`src/rtl/hpmem_pkg.sv`:
```
package hpmem_pkg;
    localparam int FUNC_W = 2;

    typedef enum logic [FUNC_W-1:0] {
        FN_PLAIN  = 2'b00,
        FN_MEMWR  = 2'b01,
        FN_MEMRD  = 2'b10,
        FN_CLRERR = 2'b11
    } hp_func_e;
endpackage

```
`src/rtl/hp_tx_slot.sv`:
```
module hp_tx_slot
    import hpmem_pkg::*;
#(
    parameter int DW = 32
) (
    input  logic          clk,
    input  logic          rst_n,
    input  logic          wr,
    input  hp_func_e      func,
    input  logic [DW-1:0] din,
    input  logic          drain,
    output logic          full,
    output logic [DW-1:0] word,
    output hp_func_e      tag,
    output logic          err,
    output logic          rd_set
);
    typedef enum logic {TX_EMPTY, TX_HOLD} tx_st_e;
    tx_st_e st, st_nx;

    logic push, accept, clr;
    assign push   = wr && (func != FN_CLRERR);
    assign clr    = wr && (func == FN_CLRERR);
    assign accept = push && (st == TX_EMPTY);

    always_ff @(posedge clk or negedge rst_n) begin
        if (!rst_n) st <= TX_EMPTY;
        else        st <= st_nx;
    end

    always_comb begin
        st_nx = st;
        unique case (st)
            TX_EMPTY: if (accept) st_nx = TX_HOLD;
            TX_HOLD:  if (drain)  st_nx = TX_EMPTY;
        endcase
    end

    always_ff @(posedge clk or negedge rst_n) begin
        if (!rst_n) begin
            word <= '0;
            tag  <= FN_PLAIN;
            err  <= 1'b0;
        end else begin
            if (accept) begin
                word <= din;
                tag  <= func;
            end
            if (clr)
                err <= 1'b0;
            else if (push && st == TX_HOLD)
                err <= 1'b1;
        end
    end

    assign full   = (st == TX_HOLD);
    assign rd_set = accept && (func == FN_MEMRD);

    p_accept_r1: assert property (@(posedge clk) disable iff (!rst_n)
        (push && !full) |=> full);
    p_overrun_r10: assert property (@(posedge clk) disable iff (!rst_n)
        (push && full) |=> (err && $stable(word)));
    p_sticky_r10: assert property (@(posedge clk) disable iff (!rst_n)
        (err && !clr) |=> err);
    p_clear_r10: assert property (@(posedge clk) disable iff (!rst_n)
        clr |=> (!err && $stable(word)));
endmodule

```
`src/rtl/hp_hrx_slot.sv`:
```
module hp_hrx_slot #(
    parameter int DW = 32
) (
    input  logic          clk,
    input  logic          rst_n,
    input  logic          load,
    input  logic [DW-1:0] din,
    input  logic          rd,
    output logic          full,
    output logic [DW-1:0] data
);
    typedef enum logic {HRX_EMPTY, HRX_FULL} hrx_st_e;
    hrx_st_e st, st_nx;

    always_ff @(posedge clk or negedge rst_n) begin
        if (!rst_n) st <= HRX_EMPTY;
        else        st <= st_nx;
    end

    always_comb begin
        st_nx = st;
        unique case (st)
            HRX_EMPTY: if (load) st_nx = HRX_FULL;
            HRX_FULL:  if (rd)   st_nx = HRX_EMPTY;
        endcase
    end

    always_ff @(posedge clk or negedge rst_n) begin
        if (!rst_n)                       data <= '0;
        else if (load && st == HRX_EMPTY) data <= din;
    end

    assign full = (st == HRX_FULL);

    p_land_r2: assert property (@(posedge clk) disable iff (!rst_n)
        (load && !full) |=> (full && data == $past(din)));
    p_read_r3: assert property (@(posedge clk) disable iff (!rst_n)
        (full && rd) |=> !full);
    p_hold_r3: assert property (@(posedge clk) disable iff (!rst_n)
        (full && !rd) |=> (full && $stable(data)));
endmodule

```
`src/rtl/hp_wr_seq.sv`:
```
module hp_wr_seq
    import hpmem_pkg::*;
(
    input  logic     clk,
    input  logic     rst_n,
    input  logic     land,
    input  hp_func_e land_tag,
    output logic     svc_mwr,
    output logic     svc_mrd,
    output logic     await_data
);
    typedef enum logic {SQ_IDLE, SQ_WAIT_DATA} sq_st_e;
    sq_st_e st, st_nx;

    logic land_wr, land_rd;
    assign land_wr = land && (land_tag == FN_MEMWR);
    assign land_rd = land && (land_tag == FN_MEMRD);

    always_ff @(posedge clk or negedge rst_n) begin
        if (!rst_n) st <= SQ_IDLE;
        else        st <= st_nx;
    end

    always_comb begin
        st_nx = st;
        unique case (st)
            SQ_IDLE:      if (land_wr) st_nx = SQ_WAIT_DATA;
            SQ_WAIT_DATA: if (land_wr) st_nx = SQ_IDLE;
        endcase
    end

    always_ff @(posedge clk or negedge rst_n) begin
        if (!rst_n) begin
            svc_mwr <= 1'b0;
            svc_mrd <= 1'b0;
        end else begin
            svc_mwr <= land_wr && (st == SQ_WAIT_DATA);
            svc_mrd <= land_rd;
        end
    end

    assign await_data = (st == SQ_WAIT_DATA);

    p_addr_quiet_r8: assert property (@(posedge clk) disable iff (!rst_n)
        (land_wr && !await_data) |=> (!svc_mwr && await_data));
    p_data_fires_r8: assert property (@(posedge clk) disable iff (!rst_n)
        (land_wr && await_data) |=> (svc_mwr && !await_data));
    p_plain_quiet_r9: assert property (@(posedge clk) disable iff (!rst_n)
        (land && land_tag == FN_PLAIN) |=> (!svc_mwr && !svc_mrd));
    p_onehot_r5: assert property (@(posedge clk) disable iff (!rst_n)
        $onehot0({svc_mwr, svc_mrd}));
endmodule

```
`src/rtl/hp_host_rx.sv`:
```
module hp_host_rx #(
    parameter int DW = 32
) (
    input  logic          clk,
    input  logic          rst_n,
    input  logic          htx_we,
    input  logic [DW-1:0] htx_data,
    input  logic          host_re,
    input  logic          rd_set,
    output logic [DW-1:0] rx_data,
    output logic          full,
    output logic          pending
);
    typedef enum logic {RX_EMPTY, RX_FULL} rx_st_e;
    rx_st_e st, st_nx;

    always_ff @(posedge clk or negedge rst_n) begin
        if (!rst_n) st <= RX_EMPTY;
        else        st <= st_nx;
    end

    always_comb begin
        st_nx = st;
        unique case (st)
            RX_EMPTY: if (htx_we)             st_nx = RX_FULL;
            RX_FULL:  if (host_re && !htx_we) st_nx = RX_EMPTY;
        endcase
    end

    always_ff @(posedge clk or negedge rst_n) begin
        if (!rst_n) begin
            rx_data <= '0;
            pending <= 1'b0;
        end else begin
            if (htx_we) rx_data <= htx_data;
            if (rd_set)
                pending <= 1'b1;
            else if (htx_we)
                pending <= 1'b0;
        end
    end

    assign full = (st == RX_FULL);

    p_return_r6: assert property (@(posedge clk) disable iff (!rst_n)
        (htx_we && !rd_set) |=> (full && !pending && rx_data == $past(htx_data)));
    p_hostread_r7: assert property (@(posedge clk) disable iff (!rst_n)
        (host_re && !htx_we) |=> !full);
    p_pending_r5: assert property (@(posedge clk) disable iff (!rst_n)
        rd_set |=> pending);
endmodule

```
`src/rtl/hpmem_bridge.sv`:
```
module hpmem_bridge
    import hpmem_pkg::*;
#(
    parameter int DW = 32
) (
    input  logic          clk,
    input  logic          rst_n,
    input  logic          host_tx_we,
    input  logic [1:0]    host_tx_func,
    input  logic [DW-1:0] host_tx_data,
    input  logic          host_rx_re,
    output logic [DW-1:0] host_rx_data,
    output logic          tx_empty,
    output logic          tx_ready,
    output logic          rx_full,
    output logic          host_req,
    output logic          ovr_err,
    output logic          rd_pending,
    input  logic          proc_hrx_re,
    output logic [DW-1:0] proc_hrx_data,
    output logic          proc_hrx_full,
    input  logic          proc_htx_we,
    input  logic [DW-1:0] proc_htx_data,
    output logic          svc_mwr,
    output logic          svc_mrd,
    output logic          wr_await_data
);
    logic          tx_full, hrx_full, move, rd_set;
    logic [DW-1:0] tx_word;
    hp_func_e      tx_tag;

    assign move = tx_full && !hrx_full;

    hp_tx_slot #(.DW(DW)) u_tx (
        .clk(clk), .rst_n(rst_n), .wr(host_tx_we),
        .func(hp_func_e'(host_tx_func)), .din(host_tx_data),
        .drain(move), .full(tx_full), .word(tx_word), .tag(tx_tag),
        .err(ovr_err), .rd_set(rd_set)
    );

    hp_hrx_slot #(.DW(DW)) u_hrx (
        .clk(clk), .rst_n(rst_n), .load(move), .din(tx_word),
        .rd(proc_hrx_re), .full(hrx_full), .data(proc_hrx_data)
    );

    hp_wr_seq u_seq (
        .clk(clk), .rst_n(rst_n), .land(move), .land_tag(tx_tag),
        .svc_mwr(svc_mwr), .svc_mrd(svc_mrd), .await_data(wr_await_data)
    );

    hp_host_rx #(.DW(DW)) u_rx (
        .clk(clk), .rst_n(rst_n), .htx_we(proc_htx_we),
        .htx_data(proc_htx_data), .host_re(host_rx_re), .rd_set(rd_set),
        .rx_data(host_rx_data), .full(rx_full), .pending(rd_pending)
    );

    assign tx_empty      = !tx_full;
    assign tx_ready      = !tx_full && !hrx_full;
    assign proc_hrx_full = hrx_full;
    assign host_req      = rx_full;

    p_move_r2: assert property (@(posedge clk) disable iff (!rst_n)
        (!tx_empty && !proc_hrx_full) |=> (tx_empty && proc_hrx_full));
    p_wait_r3: assert property (@(posedge clk) disable iff (!rst_n)
        (!tx_empty && proc_hrx_full && !proc_hrx_re) |=> !tx_empty);
    p_ready_r4: assert property (@(posedge clk) disable iff (!rst_n)
        proc_hrx_full |-> !tx_ready);
    p_mrd_pulse_r5: assert property (@(posedge clk) disable iff (!rst_n)
        svc_mrd |=> !svc_mrd);
endmodule

```
`config.mk`:
```
export PLATFORM = sky130hd
export DESIGN_NAME = hpmem_bridge
export DESIGN_NICKNAME = d
export VERILOG_FILES = /design/src/rtl/hpmem_pkg.sv /design/src/rtl/hp_tx_slot.sv /design/src/rtl/hp_hrx_slot.sv /design/src/rtl/hp_wr_seq.sv /design/src/rtl/hp_host_rx.sv /design/src/rtl/hpmem_bridge.sv
export SDC_FILE = /design/constraint.sdc
export NUM_CORES = 1
export LEC_CHECK = 0
export ABC_CLOCK_PERIOD_IN_PS = 1900
export BUFFER_PORTS_ARGS = -buffer_cell sky130_fd_sc_hd__buf_2
export CORE_MARGIN = 5
export CORE_UTILIZATION = 51
export CTS_BUF_LIST = sky130_fd_sc_hd__clkbuf_4 sky130_fd_sc_hd__clkbuf_8
export CTS_CLUSTER_DIAMETER = 50
export CTS_CLUSTER_SIZE = 12
export DETAILED_ROUTE_END_ITERATION = 10
export PLACE_DENSITY = 0.82
export RECOVER_POWER = 25
export SLEW_MARGIN = 0
export SYNTH_ARGS = -nofsm -noshare
export SYNTH_HDL_FRONTEND = slang
export SYNTH_SLANG_ARGS = --single-unit
```
`constraint.sdc`:
```
create_clock -name clk -period 1.9 [get_ports clk]
set_input_delay 0.38 -clock clk [delete_from_list [all_inputs] [get_ports clk]]
set_output_delay 0.38 -clock clk [all_outputs]
set_load 0.03 [all_outputs]
```
==> flow_summary.json, run 1 <==
{
  "fin_crit_ns": 1.66,
  "setup_tns_ns": 0,
  "avgSynthCellArea_um2": 17.4,
  "io_pins": 146,
  "cts_inserted_buffers": 9,
  "async_flop_share_pct": 100,
  "powerDensity_nw_per_um2": 1580,
  "clock.fmax_mhz": 604,
  "ant_nets": 0,
  "layout_common_cells": "buf_2 (143), dfrtp_1 (106), mux2_2 (64), mux2_4 (29), clkbuf_8 (9)",
  "slew_viol_final": 0,
  "yosysWarnings": 0,
  "critPathCaptureType": "output pin",
  "rows": 32,
  "root_buffer": "clkbuf_8",
  "gr-total-overflow": 0,
  "worst_pin_slew_ns": 0.827,
  "tritoncts": "done",
  "multi_input_area_um2": 1320,
  "grt_usage_pct": 17.4,
  "die_w_um": 99.7,
  "hold_class": "primary input to flop",
  "netlist_area_um2": 4100,
  "maxCapViolCount": 0,
  "clkTransAtPathRegs_ns": 0.09,
  "skew_ns": 0.00958,
  "synth_fp_nets": 308,
  "vias": 2425,
  "synth.ff_latch_count": 106,
  "antenna_cells": 0,
  "dieArea_um2": 9930,
  "initialDrtViolationCount": 25,
  "critPathMaxFanout": 7,
  "place.gp.congestion": 0.808,
  "core_area_um2": 7770,
  "critPathKind": "flop to output pin",
  "cts_max_path_buffers": 2,
  "hold_viol_final": 0,
  "portBuffers": 145,
  "area_growth_pct": 24.7,
  "final_common_cell": "buf_2",
  "nets": 460,
  "avgViaCountPerCell": 4.91,
  "grt_pass1_vias": 2657,
  "finalCritPeriodShare_pct": 87.2,
  "wl_um": 8160,
  "synth-edff-count": 0,
  "clkLatencyLatePin_ns": 0.36,
  "synthCells": 235,
  "grt_pass1_wl_um": 13500,
  "synth_top_flop_cell": "dfrtp_1",
  "startpoint_type": "flop",
  "drive_gt1_share_pct": 67.3,
  "antenna_found_initial": 0,
  "dp_hpwl_um": 6120,
  "wl_per_cell_um": 16.5,
  "setup-violations-final": 0,
  "seqCellArea_um2": 2650,
  "critPathArrivalTime_ns": 1.28,
  "fill_cells": 579,
  "htree_levels": 3,
  "vdd_ir_drop_max_mv": 0.946,
  "cp.required_ns": 1.52,
  "clkSinkCount": 106,
  "grt_max_degree": 41,
  "post-route-drc-count": 0,
  "yosysUniqueCellTypes": 22,
  "postCtsSetupRepairBufs": 0,
  "die_y_um": 99.7,
  "design_area_um2": 5110,
  "p_leak_nw": 2.56,
  "start_util_pct": 52.8,
  "drt_pass1_iterations": 3,
  "slew-limit-headroom_pct": 44.8,
  "rsz0062_at_grt": "false",
  "place_area_um2": 4940,
  "yosysSeqAreaShare_pct": 64.7,
  "status": "finished, final reports clean"
}
## logic make-up after synthesis
group / after synthesis / synth area share, %
AOI/OAI and AO/OA: 8 / 1.40
adders and majority gates: 1 / 0.305
buffers and inverters: 15 / 3.20
DFF: 106 / 64.7
muxes: 96 / 29.0
and+or+nand+nor: 9 / 1.37
## worst paths after layout
path / end / slack, ns / start / cells after the start
max: tx_ready / 0.24 / u_hrx.full / 2
min: u_hrx.full / 0.20 / proc_hrx_re / 2
min reg2reg: u_seq.svc_mrd / 0.48 / u_tx.tag[0] / 1
max reg2reg: u_tx.word[18] / 0.34 / u_tx.full / 4
max in group asynchronous: u_tx.word[8] / 0.59 / rst_n / 3
min in group asynchronous: u_rx.rx_data[9] / 0.63 / rst_n / 2
## layer usage
metal / track usage (%) / wire [um] / vias to the layer above
li1: - / - / 1131
met1: 22.1 / 3400 / 1189
met2: 28.8 / 4030 / 94
met3: 5.12 / 596 / 11
met4: 5.15 / 123 / 0
met5: 0 / 0 / -
## synthesized netlist by cell type (2+ instances only)
| cell | count | area share [%] |
|---|---|---|
| mux2_4 | 29 | 11 |
| buf_4 | 4 | 0.73 |
| inv_1 | 3 | 0.27 |
| mux2_1 | 3 | 0.82 |
| mux2_2 | 64 | 18 |
| a21oi_1 | 2 | 0.24 |
| nor4b_1 | 2 | 0.43 |
| buf_2 | 3 | 0.37 |
| dfrtp_1 | 106 | 65 |
| nor2_1 | 3 | 0.27 |
| buf_12 | 3 | 1.5 |
| nand2_1 | 2 | 0.18 |
| o22a_2 | 2 | 0.49 |
## timing repair
item / 4_1_cts / 5_1_grt
resized for setup: 0 / 0
endpoints found under the setup margin: 0 / 0
hold endpoints to repair: 28 / 0
hold buffers: 1 / 0
## layout make-up
| type | count | area share (%) |
|---|---|---|
| multi-input cells | 114 | 25.7 |
| repair buffers | 153 | 16.1 |
| clock inverters | 7 | 1.22 |
| inverters | 3 | 0.220 |
| clock buffers | 9 | 2.42 |
| flip-flops and latches | 106 | 51.9 |
| well taps | 102 | 2.50 |
## worst max-delay path, cell delays in order, from the launching register on
cell	delay [ns]
dfrtp_1	0.49
nor2_1	0.19
buf_2	0.24
## report_power, final
part	leakage [nW]	switching, mW	internal (mW)
clock	0.0972	0.777	0.502
sequential	1.25	0.474	3.11
combinational	1.21	1.76	1.46
## flip-flops by register name, indices dropped and copies added (netlist names)
name / flops
u_hrx.data: 32
u_tx.err: 1
u_seq.svc_mrd: 1
u_hrx.full: 1
u_rx.full: 1
u_tx.full: 1
u_rx.rx_data: 32
u_rx.pending: 1
u_tx.word: 32
u_seq.await_data: 1
u_seq.svc_mwr: 1
u_tx.tag: 2
## metrics by stage
step                setup slack, ns  power [mW]  util (%)  cells  hold WS, ns
detailed placement            0.400        6.90      63.7    477        0.335
floorplan                     0.466        5.96         -    235       0.0844
CTS                           0.232        8.20      66.2    494        0.192
global route                  0.120        8.58      65.9    494        0.173
global placement              0.440        6.77      63.7    477        0.331
finish                        0.244        8.08      65.9    494        0.199
(Power assumes the default switching activity.)
==> run 2: changes to the inputs <==
Settings changed: CORE_UTILIZATION 51 to 49, CTS_BUF_LIST sky130_fd_sc_hd__clkbuf_4 sky130_fd_sc_hd__clkbuf_8 to sky130_fd_sc_hd__clkbuf_16, PLACE_DENSITY 0.82 to 0.79.
==> flow_summary.json, run 2 (same netlist as run 1, synthesis figures left out) <==
{
  "status": "finished, final reports clean",
  "slew-limit-headroom_pct": 7.63,
  "critPathKind": "flop to output pin",
  "nets": 456,
  "startpoint": "u_hrx.full",
  "gr-total-overflow": 0,
  "grt_pass1_wl_um": 12700,
  "min_path_cells": 2,
  "grt_pass1_vias": 2572,
  "clkTransAtPathRegs_ns": 0.07,
  "io_pins": 146,
  "htree_levels": 3,
  "place_ws_ns": 0.426,
  "ant_nets": 0,
  "reg2regPathDepth": 4,
  "rows": 33,
  "worstPathCellList": "nor2_1 > buf_2",
  "die_y_um": 101,
  "ctsResizeCount": 0,
  "critPathMaxFanout": 7,
  "r2r_setup_slack_ns": 0.46,
  "core_area_um2": 8180,
  "place.gp.congestion": 0.707,
  "cts_inserted_buffers": 9,
  "finalCritPeriodShare_pct": 83.7,
  "p_leak_nw": 2.57,
  "grt_max_degree": 107,
  "place_area_um2": 4910,
  "r2r_start": "u_tx.full",
  "antenna_cells": 0,
  "worst_pin_slew_ns": 1.39,
  "critPathCaptureType": "output pin",
  "fill_cells": 649,
  "rsz0062_at_grt": "false",
  "skew_ns": 0.00647,
  "final_common_cell": "buf_2",
  "biggestRegsByFlops": "u_hrx.data x32, u_rx.rx_data x32, u_tx.word x32",
  "area_growth_pct": 25.9,
  "setup-violations-final": 0,
  "drive_gt1_share_pct": 66.9,
  "tritoncts": "done",
  "clkSinkCount": 106,
  "portBuffers": 145,
  "critPathArrivalTime_ns": 1.21,
  "clock.fmax_mhz": 629,
  "slew_viol_final": 0,
  "avgViaCountPerCell": 4.89,
  "path_buf_inv": 1,
  "worst_slack_ns": 0.310,
  "crit_cells": 2,
  "cpMaxStageDelayCell": "dfrtp_1",
  "design_area_um2": 5160,
  "vias": 2407,
  "antenna_found_initial": 0,
  "initialDrtViolationCount": 69,
  "wl_per_cell_um": 16.1,
  "hold_class": "primary input to flop",
  "drt_pass1_iterations": 3,
  "powerDensity_nw_per_um2": 1630,
  "grt_usage_pct": 16.0,
  "maxCapViolCount": 0,
  "clkLatencyLatePin_ns": 0.33,
  "vdd_ir_drop_max_mv": 0.858,
  "r2r-end": "u_tx.word[19]",
  "cts_hold_buf": 0,
  "crit_family": "flip-flops",
  "hold_viol_final": 0,
  "root_buffer": "clkbuf_16",
  "postCtsSetupRepairBufs": 0,
  "start_util_pct": 50.2,
  "startpoint_type": "flop",
  "dieArea_um2": 10300,
  "slowest_delay_ns": 0.46,
  "die_w_um": 101,
  "crit_end": "tx_ready",
  "holdWs_ns": 0.244,
  "layout_common_cells": "buf_2 (144), dfrtp_1 (106), mux2_2 (64), mux2_4 (29), clkbuf_16 (9)",
  "dp_hpwl_um": 5810,
  "cts_max_path_buffers": 2,
  "setup_tns_ns": 0,
  "wl_um": 7930,
  "fin_crit_ns": 1.59,
  "post-route-drc-count": 0,
  "cp.required_ns": 1.52
}
## run 2: cell count changes in the layout (fill, tap and decap cells not counted), sizes merged
cell / previous run / this run
buf: 149 / 147
clkbuf: 12 / 11
clkinv: 5 / 4
clkinvlp: 0 / 1
dlygate4sd3: 1 / 0
inv: 5 / 4
## run 2: power by group
part | switching, mW | internal [mW]
clock network | 0.738 | 0.871
registers | 0.457 | 3.11
logic | 1.78 | 1.47
total | 2.97 | 5.45
## run 2: worst register-to-register path: cells and delay by family (launching register included)
family / cells / cell delay (ns)
DFF: 1 / 0.42
muxes: 1 / 0.33
AOI/OAI and AO/OA: 1 / 0.21
buffers and inverters: 1 / 0.20
and+or+nand+nor: 1 / 0.18
## run 2: worst min path at each step
stage	slack (ns)	to	startpoint
CTS	0.14	u_tx.word[13]	rst_n
global route	0.24	u_hrx.full	proc_hrx_re
global placement	0.46	u_hrx.data[2]	u_hrx.data[2]
finish	0.24	u_rx.full	host_rx_re
floorplan	0.08	u_hrx.data[0]	rst_n
detailed placement	0.47	u_seq.svc_mrd	u_tx.tag[0]
## run 2: metal layers
layer	track usage [%]	vias to the layer above	wire length [um]
li1	-	1120	-
met1	19.9	1191	3190
met2	26.4	88	3960
met3	5.10	8	686
met4	5.62	0	95
met5	0	-	0
## run 2: area by class of cell
type	count	area, um2	share of cell area [%]
repair buffers	149	783	15.2
flip-flops and latches	106	2650	51.4
clock buffers	9	225	4.36
clock inverters	6	36.3	0.703
inverters	3	11.3	0.218
well taps	105	131	2.54
multi-input cells	114	1320	25.6
## run 2: through the flow
stage	utilization (%)	cells	total power, mW
after floorplan	-	235	5.96
after global placement	60.1	477	6.79
after detailed placement	60.1	477	6.91
after CTS	63.3	492	8.54
after global routing	63.1	492	8.92
final	63.1	492	8.42
